===== src/rtl/uart_xcvr_pkg.sv =====
package uart_xcvr_pkg;
    localparam int DATA_W = 8;

    typedef enum logic [2:0] {TX_IDLE, TX_START, TX_DATA, TX_PAR, TX_STOP} tx_state_t;
    typedef enum logic [2:0] {RX_IDLE, RX_START, RX_DATA, RX_PAR, RX_STOP} rx_state_t;

    localparam logic [2:0] PAR_LOW  = 3'b100;
    localparam logic [2:0] PAR_HIGH = 3'b101;
    localparam logic [2:0] PAR_EVEN = 3'b110;
    localparam logic [2:0] PAR_ODD  = 3'b111;

    // Parity bit for a mode, given the xor of the data bits in use
    function automatic logic par_from_ones(input logic ones, input logic [2:0] mode);
        logic p;
        case (mode)
            PAR_HIGH: p = 1'b1;
            PAR_EVEN: p = ones;
            PAR_ODD:  p = ~ones;
            default:  p = 1'b0;
        endcase
        return p;
    endfunction
endpackage


===== src/rtl/uart_xcvr_tx.sv =====
module uart_xcvr_tx
    import uart_xcvr_pkg::*;
#(
    parameter int OSR = 16
) (
    input  logic              clk,
    input  logic              rst_n,
    input  logic              tick,
    input  logic              len8,
    input  logic [2:0]        par_mode,
    input  logic              stop2,
    input  logic              load,
    input  logic [DATA_W-1:0] load_data,
    output logic              busy,
    output logic              txd
);
    localparam int CW = $clog2(OSR);
    localparam int BW = $clog2(DATA_W);

    tx_state_t         state, nxt;
    logic [CW-1:0]     sub;
    logic [BW-1:0]     bitn;
    logic [DATA_W-1:0] sh;
    logic              pbit, len8_q, pen_q, stop2_q, stopn;
    logic              bit_end;
    logic [BW-1:0]     last_bit;

    assign bit_end  = tick && (sub == CW'(OSR - 1));
    assign last_bit = len8_q ? BW'(DATA_W - 1) : BW'(DATA_W - 2);

    always_comb begin
        nxt = state;
        unique case (state)
            TX_IDLE:  if (load) nxt = TX_START;
            TX_START: if (bit_end) nxt = TX_DATA;
            TX_DATA:  if (bit_end && bitn == last_bit) nxt = pen_q ? TX_PAR : TX_STOP;
            TX_PAR:   if (bit_end) nxt = TX_STOP;
            TX_STOP:  if (bit_end && (!stop2_q || stopn)) nxt = TX_IDLE;
            default:  nxt = TX_IDLE;
        endcase
    end

    always_ff @(posedge clk or negedge rst_n) begin
        if (!rst_n) state <= TX_IDLE;
        else        state <= nxt;
    end

    always_ff @(posedge clk or negedge rst_n) begin
        if (!rst_n) begin
            sub <= '0; bitn <= '0; sh <= '0; pbit <= 1'b0;
            len8_q <= 1'b1; pen_q <= 1'b0; stop2_q <= 1'b0; stopn <= 1'b0;
        end else if (state == TX_IDLE) begin
            sub <= '0; bitn <= '0; stopn <= 1'b0;
            if (load) begin
                sh      <= load_data;
                len8_q  <= len8;
                pen_q   <= par_mode[2];
                stop2_q <= stop2;
                pbit    <= par_from_ones(^(len8 ? load_data : {1'b0, load_data[DATA_W-2:0]}), par_mode);
            end
        end else begin
            if (tick) sub <= sub + 1'b1;
            if (bit_end && state == TX_DATA) begin
                sh   <= {1'b0, sh[DATA_W-1:1]};
                bitn <= bitn + 1'b1;
            end
            if (bit_end && state == TX_STOP) stopn <= 1'b1;
        end
    end

    always_comb begin
        busy = (state != TX_IDLE);
        unique case (state)
            TX_START: txd = 1'b0;
            TX_DATA:  txd = sh[0];
            TX_PAR:   txd = pbit;
            default:  txd = 1'b1;
        endcase
    end
endmodule


===== src/rtl/uart_xcvr_rx.sv =====
module uart_xcvr_rx
    import uart_xcvr_pkg::*;
#(
    parameter int OSR = 16
) (
    input  logic              clk,
    input  logic              rst_n,
    input  logic              tick,
    input  logic              len8,
    input  logic [2:0]        par_mode,
    input  logic              rxd,
    output logic              done,
    output logic [DATA_W-1:0] data,
    output logic              perr,
    output logic              ferr
);
    localparam int CW = $clog2(OSR);
    localparam int BW = $clog2(DATA_W);

    rx_state_t         state, nxt;
    logic [CW-1:0]     cnt;
    logic [BW-1:0]     bitn;
    logic [DATA_W-1:0] sh;
    logic              acc, perr_q, half, bit_end;
    logic [BW-1:0]     last_bit;

    assign half     = tick && (cnt == CW'(OSR / 2 - 1));
    assign bit_end  = tick && (cnt == CW'(OSR - 1));
    assign last_bit = len8 ? BW'(DATA_W - 1) : BW'(DATA_W - 2);

    always_comb begin
        nxt = state;
        unique case (state)
            RX_IDLE:  if (tick && !rxd) nxt = RX_START;
            RX_START: if (half) nxt = rxd ? RX_IDLE : RX_DATA;
            RX_DATA:  if (bit_end && bitn == last_bit) nxt = par_mode[2] ? RX_PAR : RX_STOP;
            RX_PAR:   if (bit_end) nxt = RX_STOP;
            RX_STOP:  if (bit_end) nxt = RX_IDLE;
            default:  nxt = RX_IDLE;
        endcase
    end

    always_ff @(posedge clk or negedge rst_n) begin
        if (!rst_n) state <= RX_IDLE;
        else        state <= nxt;
    end

    always_ff @(posedge clk or negedge rst_n) begin
        if (!rst_n) begin
            cnt <= '0; bitn <= '0; sh <= '0; acc <= 1'b0; perr_q <= 1'b0;
            done <= 1'b0; data <= '0; perr <= 1'b0; ferr <= 1'b0;
        end else begin
            done <= 1'b0;
            if (state == RX_IDLE || (state == RX_START && half)) cnt <= '0;
            else if (tick) cnt <= cnt + 1'b1;
            if (state == RX_IDLE) begin
                bitn <= '0; acc <= 1'b0; perr_q <= 1'b0;
            end
            if (state == RX_DATA && bit_end) begin
                sh   <= {rxd, sh[DATA_W-1:1]};
                acc  <= acc ^ rxd;
                bitn <= bitn + 1'b1;
            end
            if (state == RX_PAR && bit_end) perr_q <= (rxd != par_from_ones(acc, par_mode));
            if (state == RX_STOP && bit_end) begin
                done <= 1'b1;
                ferr <= ~rxd;
                perr <= perr_q;
                data <= len8 ? sh : {1'b0, sh[DATA_W-1:1]};
            end
        end
    end
endmodule


===== src/rtl/uart_xcvr.sv =====
module uart_xcvr
    import uart_xcvr_pkg::*;
#(
    parameter int OSR = 16
) (
    input  logic              clk,
    input  logic              rst_n,
    input  logic              baud_tick,
    input  logic              cfg_len8,
    input  logic [2:0]        cfg_par,
    input  logic              cfg_stop2,
    input  logic              wr_en,
    input  logic [DATA_W-1:0] wr_data,
    input  logic              rd_en,
    output logic [DATA_W-1:0] rd_data,
    output logic              rx_avail,
    output logic              rx_irq,
    output logic              overrun,
    output logic              par_err,
    output logic              frm_err,
    output logic              tx_busy,
    output logic              txd,
    input  logic              rxd
);
    logic [1:0]        rxd_sync;
    logic              rx_done, rx_perr, rx_ferr;
    logic [DATA_W-1:0] rx_char;

    always_ff @(posedge clk or negedge rst_n) begin
        if (!rst_n) rxd_sync <= 2'b11;
        else        rxd_sync <= {rxd_sync[0], rxd};
    end

    uart_xcvr_tx #(.OSR(OSR)) u_tx (
        .clk(clk), .rst_n(rst_n), .tick(baud_tick), .len8(cfg_len8),
        .par_mode(cfg_par), .stop2(cfg_stop2), .load(wr_en),
        .load_data(wr_data), .busy(tx_busy), .txd(txd)
    );

    uart_xcvr_rx #(.OSR(OSR)) u_rx (
        .clk(clk), .rst_n(rst_n), .tick(baud_tick), .len8(cfg_len8),
        .par_mode(cfg_par), .rxd(rxd_sync[1]), .done(rx_done),
        .data(rx_char), .perr(rx_perr), .ferr(rx_ferr)
    );

    always_ff @(posedge clk or negedge rst_n) begin
        if (!rst_n) begin
            rd_data <= '0; rx_avail <= 1'b0; rx_irq <= 1'b0;
            overrun <= 1'b0; par_err <= 1'b0; frm_err <= 1'b0;
        end else begin
            rx_irq <= rx_done;
            if (rx_done) begin
                rd_data  <= rx_char;
                rx_avail <= 1'b1;
                overrun  <= rx_avail & ~rd_en;
                par_err  <= rx_perr;
                frm_err  <= rx_ferr;
            end else if (rd_en) begin
                rx_avail <= 1'b0;
            end
        end
    end
endmodule


===== config.mk =====
export PLATFORM = sky130hd
export DESIGN_NAME = uart_xcvr
export DESIGN_NICKNAME = d
export VERILOG_FILES = /design/src/rtl/uart_xcvr_pkg.sv /design/src/rtl/uart_xcvr_tx.sv /design/src/rtl/uart_xcvr_rx.sv /design/src/rtl/uart_xcvr.sv
export SDC_FILE = /design/constraint.sdc
export NUM_CORES = 1
export LEC_CHECK = 0
export CAP_MARGIN = 10
export CORE_ASPECT_RATIO = 0.6
export CORE_MARGIN = 3
export CORE_UTILIZATION = 50
export DETAILED_ROUTE_END_ITERATION = 12
export DONT_BUFFER_PORTS = 1
export SYNTH_ARGS = -nofsm -noshare
export SYNTH_HDL_FRONTEND = slang
export SYNTH_SLANG_ARGS = --single-unit

===== constraint.sdc =====
create_clock -name clk -period 5.1 [get_ports clk]
set_input_delay 1.275 -clock clk [delete_from_list [all_inputs] [get_ports clk]]
set_output_delay 1.275 -clock clk [all_outputs]
set_load 0.01 [all_outputs]

==> metrics.md <==
| Metric | Value |
|---|---|
| Status | `completed` |
| Clk network pwr share | `30.2%` |
| Max-slew violations | `0` |
| Worst setup EP type | `primary output` |
| Initial Util | `54.6%` |
| Register bit total from synthesis | `just under 70` |
| Cell Pwr Density | `approximately 420 mW/mm²` |
| Async S/R FF share, synth | `100%` |
| Drt first pass iters | `6` |
| Lkg Pwr | `between 1.5 and 2 nW` |
| Switch share | `between 30% and 40%` |
| Syn_area_per_cell | `about 11 µm²` |
| Avg WL per Cell | `~15 µm` |
| Die width | `approximately 110 µm` |
| Layout area overhead | `7.36%` |
| Residual DRC count | `0` |
| Post-synthesis sequential area ratio | `between 50% and 60%` |
| First-pass GRT wire length | `around 9500 µm` |
| Crit Path Max Fanout | `15` |
| Overall routed net length | `approximately 5600 µm` |
| Cell variety after synth | `44` |
| Share of post-route cells with drive strength above 1 | `roughly 17%` |
| Crit-path cells | `nor3_4, buf_4, inv_1` |
| Final setup vio count | `0` |
| Core Box Area | `about 0.0059 mm²` |
| Post-Syn Nets | `312` |
| EDFF count, synth | `0` |
| Buffers on Ports | `0` |
| Max Buffers Root-to-Sink | `2` |
| Clock period minus worst slack | `around 2.7 ns` |
| Synthesized cell area | `between 0.003 and 0.004 mm²` |
| Clk root buf | `clkbuf_8` |
| Routed Antenna Nets | `0` |
| RSZ-0062 raised after global routing | `false` |
| R2R setup slack | `around 3.0 ns` |
| Reg area | `between 0.0015 and 0.002 mm²` |
| DR vias/cell | `around 5.3` |
| Register share of total power | `50.0%` |
| Global-route usage over all layers | `between 15 and 20%` |
| TritonCTS Buffers | `9` |
| Slew headroom | `between 40% and 50%` |
| Postcts setup bufs | `0` |
| Largest net degree at the start of global routing | `70` |
| Peak supply drop | `0.282 mV` |
| Worst-margin pin slew | `between 0.8 and 0.9 ns` |
| Critical Path RT | `between 3 and 4 ns` |
| Slowest-stage cell, CP | `dfrtp_1` |
| ANT cells | `0` |
| Rows | `21` |
| Vias in the first global route | `about 1900` |
| Synth top cells by count | `dfrtp_1 (66), nand2_1 (28), nor2_1 (25)` |
| Fillers | `a little over 500` |
| Comb power frac | `19.9%` |
| Initial antenna violation count | `0` |
| Final nets | `slightly above 300` |
| Detailed Place HPWL | `slightly below 4000 µm` |
| Cell area after layout | `0.00343 mm²` |
| Routed via count | `approximately 2000` |
| Critical path type | `register to primary output` |
| Gpl congestion | `approximately 0.8` |
| Io pins | `34` |
| Top post-synthesis cells by area | `dfrtp_1 (52%), mux2_2 (7.4%), mux2i_1 (5.3%)` |
| Most common cell in the synthesized netlist | `dfrtp_1` |
| Net load switching power | `around 440 µW` |
| Max Fclk | `around 370 MHz` |
| GR Overflow Total | `0` |
| Share of the synthesized area in the top cell type | `51.7%` |
| P_int | `approximately 1.0 mW` |
| Skew-Pair Late Insertion Delay | `0.34 ns` |
| Die area | `~0.0074 mm²` |
| Drt initial violations | `around 140` |
| Die H | `67.9 µm` |
| Cell accounting for the most synthesized area | `dfrtp_1` |
| Max cap viols | `0` |
| Dpl cell area | `~0.0032 mm²` |
| Worst setup SP type | `register` |
| Final Hold Fails | `0` |
| Fin Clk Skew | `slightly below 0.009 ns` |
| CTS Hold Bufs | `0` |
| Setup tns final | `0 ns` |
| CTS tree | `yes` |
| Clock H-tree levels | `3` |
| Syn. warnings | `0` |
| CTS resizes | `0` |
| Clk pin slew, worst setup/hold paths | `~0.070 ns` |
| CP arrival | `1.43 ns` |
| Area of the multi-input gates | `between 0.001 and 0.0015 mm²` |
| Crit path largest cell delay | `just over 0.5 ns` |
| Final period util | `between 50% and 60%` |
| CTS sink count | `69` |
| Post-synthesis cell count | `between 200 and 300` |
| Hold Crit Class | `register to register` |
| Most used DFF post-synth | `dfrtp_1` |
| WHS | `approximately 0.36 ns` |
## sequential cells by signal (all words and copies together) (netlist names), 2 cells and up
register	flops
u_tx.state	3
rxd_sync	2
u_rx.bitn	3
u_rx.state	3
rd_data	8
u_rx.cnt	4
u_tx.sub	4
u_tx.bitn	3
u_tx.sh	8
u_rx.sh	8
u_rx.data	8
## routing by layer
metal  up-vias  wire length, µm  GRT usage [%]
li1       1005                -              -
met5         -                0              0
met1       919             3180           26.2
met3         4              245           6.79
met4         0               51           6.38
met2        24             2160           22.2
## worst paths after layout
path | startpoint | endpoint | cells after the start
worst max-delay path | u_tx.state[1]$_DFFE_PN0P_ | tx_busy | 3
worst min-delay path | rxd_sync[0]$_DFF_PN1_ | rxd_sync[1]$_DFF_PN1_ | 0
worst max register to register | u_rx.cnt[0]$_DFFE_PN0P_ | u_rx.sh[1]$_DFFE_PN0P_ | 4
worst min register to register | rxd_sync[0]$_DFF_PN1_ | rxd_sync[1]$_DFF_PN1_ | 0
max in group asynchronous | rst_n | rxd_sync[1]$_DFF_PN1_ | 0
min in group asynchronous | rst_n | u_tx.stopn$_DFFE_PN0P_ | 0
## critical path, delay by kind of cell, from the launching register on
| kind | cells | cell delay, ns |
|---|---|---|
| buf+inv | 2 | 0.38 |
| simple gates | 1 | 0.19 |
| flops | 1 | 0.51 |
## power groups by stage
| stage | Sequential [mW] | Clock, mW | Combinational, mW |
|---|---|---|---|
| floorplan | 0.690 | 0 | 0.282 |
| global placement | 0.733 | 0 | 0.287 |
| detailed placement | 0.735 | 0 | 0.291 |
| CTS | 0.724 | 0.455 | 0.292 |
| global route | 0.738 | 0.481 | 0.330 |
| finish | 0.724 | 0.437 | 0.288 |
## layout by cell type, fill, tap and decap left out, types with 4 or more instances in the layout
cell      count
xor2_1        6
ha_1          4
clkbuf_8     10
mux2i_1      17
a21oi_1      11
nand2_1      28
o21ai_0      20
mux2_2       21
a22o_1        4
a211oi_1      4
xnor2_1       9
dfrtp_1      66
nand3_1      11
inv_1        11
nand4_1       4
nor2_1       25
## through the flow
| step | std cells | util [%] | setup WS (ns) | total power [mW] |
|---|---|---|---|---|
| CTS | 371 | 58.6 | 2.36 | 1.47 |
| global route | 371 | 58.6 | 2.28 | 1.55 |
| global placement | 355 | 55.2 | 2.38 | 1.02 |
| floorplan | 289 | - | 2.66 | 0.972 |
| finish | 371 | 58.6 | 2.40 | 1.45 |
| detailed placement | 355 | 55.2 | 2.34 | 1.03 |
## kinds of logic (layout without fill, tap and decap cells)
group	count (synthesis)	after routing	synth area share [%]
flip-flops	69	69	54.1
buffers and inverters	26	28	3.56
AO/OA/AOI/OAI	55	55	11.4
XOR/XNOR	16	16	4.81
AND/OR/NAND/NOR	81	81	11.8
adder cells (fa/ha/maj)	4	4	1.57
multiplexers	38	38	12.7
## layout make-up
class	instances	share of cell area (%)
Sequential cell	69	50.4
Multi-Input combinational cell	194	39.4
Clock buffer	10	4.01
Tap cell	80	2.92
Clock inverter	6	1.82
Inverter	11	1.20
Timing Repair Buffer	1	0.219
Power figures use the tool's default switching activity.
